--- config.mk ---
export PLATFORM = sky130hd
export DESIGN_NAME = ring_readout_ctrl
export DESIGN_NICKNAME = d
export VERILOG_FILES = /design/src/rtl/ring_ro_pkg.sv /design/src/rtl/ro_phase_seq.sv /design/src/rtl/ro_evt_snap.sv /design/src/rtl/ro_token_unit.sv /design/src/rtl/ring_readout_ctrl.sv
export SDC_FILE = /design/constraint.sdc
export NUM_CORES = 1
export LEC_CHECK = 0
export BUFFER_PORTS_ARGS = -buffer_cell sky130_fd_sc_hd__buf_2
export CORE_AREA = 2 2 39 41
export CTS_BUF_LIST = sky130_fd_sc_hd__clkbuf_16
export DETAILED_ROUTE_END_ITERATION = 10
export DIE_AREA = 0 0 41 43
export HOLD_SLACK_MARGIN = 0.12
export PLACE_DENSITY_LB_ADDON = 0.12
export REMOVE_ABC_BUFFERS = 1
export SYNTH_ARGS = -nofsm -noshare
export SYNTH_HDL_FRONTEND = slang
export SYNTH_SLANG_ARGS = --single-unit
--- constraint.sdc ---
create_clock -name clk -period 1.7 [get_ports clk]
set_input_delay 0.17 -clock clk [delete_from_list [all_inputs] [get_ports clk]]
set_output_delay 0.17 -clock clk [all_outputs]
set_load 0.05 [all_outputs]
--- src/rtl/ring_ro_pkg.sv ---
// Shared types for the daisy-chain readout controller.
// Assumes: both state encodings stay internal to the block.
package ring_ro_pkg;
    typedef enum logic [2:0] {
        PH_IDLE,
        PH_ACQ,
        PH_CONV,
        PH_READ,
        PH_DONE
    } phase_t;

    typedef enum logic [1:0] {
        TK_WAIT,
        TK_SEND,
        TK_PASS
    } tok_t;
endpackage

--- src/rtl/ro_phase_seq.sv ---
// Phase sequencer: steps idle -> acquisition -> conversion -> readout -> done.
// Assumes: acq_start has priority over every other command; hand_off marks
// the cycle in which this chip forwards the token.
module ro_phase_seq
    import ring_ro_pkg::*;
(
    input  logic   clk,
    input  logic   rst_n,
    input  logic   acq_start,
    input  logic   conv_start,
    input  logic   ro_start,
    input  logic   hand_off,
    output phase_t phase
);
    phase_t phase_nx;

    // Next phase: only legal commands in the current phase take effect
    always_comb begin
        phase_nx = phase;
        if (acq_start) begin
            phase_nx = PH_ACQ;
        end else begin
            case (phase)
                PH_ACQ:  if (conv_start) phase_nx = PH_CONV;
                PH_CONV: if (ro_start)   phase_nx = PH_READ;
                PH_READ: if (hand_off)   phase_nx = PH_DONE;
                default: phase_nx = phase;
            endcase
        end
    end

    // Phase register with synchronous reset to idle
    always_ff @(posedge clk) begin
        if (!rst_n) phase <= PH_IDLE;
        else        phase <= phase_nx;
    end
endmodule

--- src/rtl/ro_evt_snap.sv ---
// Event snapshot: records whether the chip holds any event at readout entry.
// Assumes: evt_count is stable at the edge where ro_start is accepted.
module ro_evt_snap
    import ring_ro_pkg::*;
#(
    parameter int CNT_W = 8
) (
    input  logic             clk,
    input  logic             rst_n,
    input  phase_t           phase,
    input  logic             acq_start,
    input  logic             ro_start,
    input  logic [CNT_W-1:0] evt_count,
    output logic             has_ev
);
    logic capture;

    // Capture happens exactly on the conversion -> readout transition
    always_comb capture = (phase == PH_CONV) && ro_start && !acq_start;

    // Nonzero-count flag register
    always_ff @(posedge clk) begin
        if (!rst_n)       has_ev <= 1'b0;
        else if (capture) has_ev <= |evt_count;
    end
endmodule

--- src/rtl/ro_token_unit.sv ---
// Token unit: accepts the token in readout, either sends (serializer) or
// skips, then forwards the token as a one-cycle pulse.
// Assumes: clear (acquisition start) aborts any send in progress.
module ro_token_unit
    import ring_ro_pkg::*;
(
    input  logic clk,
    input  logic rst_n,
    input  logic clear,
    input  logic rd_active,
    input  logic token_in,
    input  logic has_ev,
    input  logic ser_done,
    output tok_t tstate,
    output logic ser_start
);
    tok_t tstate_nx;
    logic take;

    // Token accepted only while waiting inside the readout phase
    always_comb take = (tstate == TK_WAIT) && rd_active && token_in;

    // Next token state
    always_comb begin
        tstate_nx = tstate;
        if (clear) begin
            tstate_nx = TK_WAIT;
        end else begin
            case (tstate)
                TK_WAIT: if (take) tstate_nx = has_ev ? TK_SEND : TK_PASS;
                TK_SEND: if (ser_done) tstate_nx = TK_PASS;
                default: tstate_nx = TK_WAIT;
            endcase
        end
    end

    // Token state register and serializer start pulse
    always_ff @(posedge clk) begin
        if (!rst_n) begin
            tstate    <= TK_WAIT;
            ser_start <= 1'b0;
        end else begin
            tstate    <= tstate_nx;
            ser_start <= !clear && take && has_ev;
        end
    end
endmodule

--- src/rtl/ring_readout_ctrl.sv ---
// Per-chip readout controller for a token daisy chain on a shared data bus.
// Assumes: token_out of chip k feeds token_in of chip k+1; chip 0 gets its
// token from the shared controller after every chip has seen ro_start.
module ring_readout_ctrl
    import ring_ro_pkg::*;
#(
    parameter int CNT_W = 8
) (
    input  logic             clk,
    input  logic             rst_n,
    input  logic             acq_start,
    input  logic             conv_start,
    input  logic             ro_start,
    input  logic             token_in,
    input  logic [CNT_W-1:0] evt_count,
    input  logic             ser_done,
    output logic             token_out,
    output logic             bus_en,
    output logic             ser_start,
    output logic             pwr_down
);
    phase_t phase;
    tok_t   tstate;
    logic   has_ev;
    logic   hand_off;

    // Handoff is the single cycle the token unit spends forwarding
    always_comb hand_off = (tstate == TK_PASS);

    ro_phase_seq i_phase (
        .clk        (clk),
        .rst_n      (rst_n),
        .acq_start  (acq_start),
        .conv_start (conv_start),
        .ro_start   (ro_start),
        .hand_off   (hand_off),
        .phase      (phase)
    );

    ro_evt_snap #(.CNT_W(CNT_W)) i_snap (
        .clk       (clk),
        .rst_n     (rst_n),
        .phase     (phase),
        .acq_start (acq_start),
        .ro_start  (ro_start),
        .evt_count (evt_count),
        .has_ev    (has_ev)
    );

    ro_token_unit i_tok (
        .clk       (clk),
        .rst_n     (rst_n),
        .clear     (acq_start),
        .rd_active (phase == PH_READ),
        .token_in  (token_in),
        .has_ev    (has_ev),
        .ser_done  (ser_done),
        .tstate    (tstate),
        .ser_start (ser_start)
    );

    // Output decode from the registered states
    always_comb begin
        token_out = hand_off;
        bus_en    = (tstate == TK_SEND);
        pwr_down  = (phase == PH_IDLE) || (phase == PH_DONE);
    end
endmodule

==> results.sh <==
export IMPL_slew_headroom_pct=82.53
export IMPL_drive_gt1_share_pct=41.38
export IMPL_synth_compound_area_share_pct=12.59
export IMPL_n_fill_cell=146
export IMPL_first_global_vias=328
export IMPL_num_nets_final=74
export IMPL_status="complete, no violations"
export IMPL_startpoint_type="flip-flop"
export IMPL_post_cts_buffers=0
export IMPL_tns_ps=0
export IMPL_cts_buffers=3
export IMPL_peakVddDrop_v=0.0003763
export IMPL_hold_path_depth=2
export IMPL_hold_path_end="i_snap.has_ev"
export IMPL_start_util_pct=25.14
export IMPL_wl_per_cell_um=10.76
export IMPL_finalHoldViolations=0
export IMPL_path_max_fanout=4
export IMPL_grt_pass1_wl_mm=1.262
export IMPL_die_x_um=41
export IMPL_ff2ff_path_depth=3
export IMPL_synth_xor_area_share_pct=0
export IMPL_die_h_um=43
export IMPL_cts_buffer_depth=2
export IMPL_syn_area_um2=347.8
export IMPL_seq_area_um2=140.1
export IMPL_final_util_pct=38.79
export IMPL_period_needed_ps=1253
export IMPL_clock_root_buffer="clkbuf_16"
export IMPL_cts_clk_slew_worst_paths_ps=40
export IMPL_cts_tree="yes"
export IMPL_io_buffers=18
export IMPL_cap_violations=0
export IMPL_diodes=0
export IMPL_finalCritPeriodShare_pct=73.72
export IMPL_synthMuxAreaShare_pct=3.237
export IMPL_hold_path_class="input port to flip-flop"
export IMPL_yosysWarnings=0
export IMPL_postSynthAreaPerCell_um2=9.662
export IMPL_clk_latency_ps=230
export IMPL_rr_startpoint="i_phase.phase[0]"
export IMPL_drv_slew=0
export IMPL_postRouteAntennaNets=0
export IMPL_skew_ps=0.7876
export IMPL_gp_congestion=0.6772
export IMPL_areaGrowthSynthToFinish_pct=54.32
export IMPL_cts_sinks=7
export IMPL_synth_top_family_by_area="simple AND/OR/NAND/NOR gates"
export IMPL_worstSetupEndpointType="output port"
export IMPL_cts_hold_buf=0
export IMPL_layout_common_cells="buf_2, dfxtp_1, nor2_1, a21oi_1, clkbuf_16"
export IMPL_setup_viol=0
export IMPL_synthDistinctLibCells=21
export IMPL_grtUsageTotal_pct=11.69
export IMPL_rsz0062_at_grt="no"
export IMPL_min_from="rst_n"
export IMPL_die_area_um2=1763
export IMPL_leakage_uw=0.0002395
export IMPL_cts_repair_resized=0
export IMPL_drt_iter0_drc=3
export IMPL_drt_total_wl_um=796
export IMPL_io_pins=19
export IMPL_grt_antenna_before_repair=0
export IMPL_yosysSeqAreaShare_pct=40.29
export IMPL_multi_input_area_um2=207.7
export IMPL_row_count=14
export IMPL_core_um2=1384
export IMPL_viasPerCell=4.824
export IMPL_timing_fmax_mhz=798.0
export IMPL_syn_inst=36
export IMPL_synth_simple_gate_area_share_pct=43.88
export IMPL_critPathArrivalTime_ps=1080
export IMPL_worst_setup_path_type="flip-flop to output port"
export IMPL_final_common_cell="buf_2"
export IMPL_ys_seq_elements=7
export IMPL_required_ps=1530
export IMPL_synthAdderAreaFrac_pct=0
export IMPL_grt_max_degree=9
export IMPL_num_vias=357
export IMPL_r2r_slack_ps=590
export IMPL_r2r_end="i_snap.has_ev"
export IMPL_grt_overflow=0
export IMPL_p_per_area_nw_per_um2=1131
export IMPL_route_detailed_drc=0
export IMPL_first_pass_iters=2
export IMPL_cts_max_level=1
export IMPL_tightest_slew_ps=259.7
[registers in the layout, summed over array words and instances (netlist names)]
| name | count |
|---|---|
| i_tok.ser_start | 1 |
| i_tok.tstate | 2 |
| i_phase.phase | 3 |
| i_snap.has_ev | 1 |
[per-layer routing]
layer	track usage, %	share of wire, %	up-vias	wire length, um
li1	-	-	179	-
met3	7.853	12	5	92
met4	10.00	3.8	0	30
met2	14.37	42	18	333
met5	0	0	-	0
met1	13.03	43	155	340
[where the power goes]
| group | internal [uW] | switching, uW | leakage, uW |
|---|---|---|---|
| registers | 168 | 4.73 | 0.0000567 |
| clock network | 306 | 86.2 | 0.0000423 |
| logic | 21.8 | 21.0 | 0.000141 |
[critical path: stages, from the launching register on]
cell	delay [ps]
dfxtp_1	350
nor2b_1	210
buf_2	290
[layout make-up]
cell class | count | share of cell area, %
multi-input combinational | 29 | 38.69
sequential | 7 | 26.11
timing repair buffer | 18 | 16.78
clock buffer | 3 | 13.99
tap | 16 | 3.730
clock inverter | 1 | 0.6993
[worst max path at each step]
stage / to / slack [ps] / cells after the start / from
finish: token_out / 450 / 2 / i_tok.tstate[1]
detailed placement: i_snap.has_ev / 600 / 3 / i_phase.phase[0]
global placement: i_snap.has_ev / 590 / 3 / i_phase.phase[0]
CTS: token_out / 450 / 2 / i_tok.tstate[1]
floorplan: i_phase.phase[0] / 120 / 3 / i_tok.tstate[1]
global route: token_out / 400 / 2 / i_tok.tstate[1]
[synthesized netlist by cell type, drive strengths merged]
cell type  number  area share, %
nor2b           3            7.6
a31oi           1            1.8
nor3            1            1.4
dfxtp           7             40
a21oi           4            5.8
o31ai           1            2.2
mux2            1            3.2
nand2           1            1.1
nand3b          1            2.2
nand3           1            1.4
nor4            2            3.6
nor2            4            4.3
nand4b          1            2.5
or2             1            1.8
nand2b          2            3.6
nor4bb          1            2.9
and4bb          2            8.3
o211a           1            2.9
nand4bb         1            3.2
[stage by stage]
stage / total power (uW) / instances / setup slack, ps / hold WS, ps / instance area, um^2
3_3_place_gp: 218.3 / 70 / 587.0 / 442.4 / 457.9
6_report: 607.1 / 74 / 446.8 / 200.3 / 536.8
5_1_grt: 635.8 / 74 / 404.6 / 202.3 / 536.8
2_1_floorplan: 195.1 / 36 / 121.9 / 299.0 / 347.8
3_5_place_dp: 218.0 / 70 / 599.7 / 431.5 / 457.9
4_1_cts: 610.7 / 74 / 446.7 / 200.9 / 536.8
[logic make-up after synthesis]
group	count (synthesis)
flops	7
simple gates	21
mux	1
compound gates	7
(Power assumes the default switching activity.)
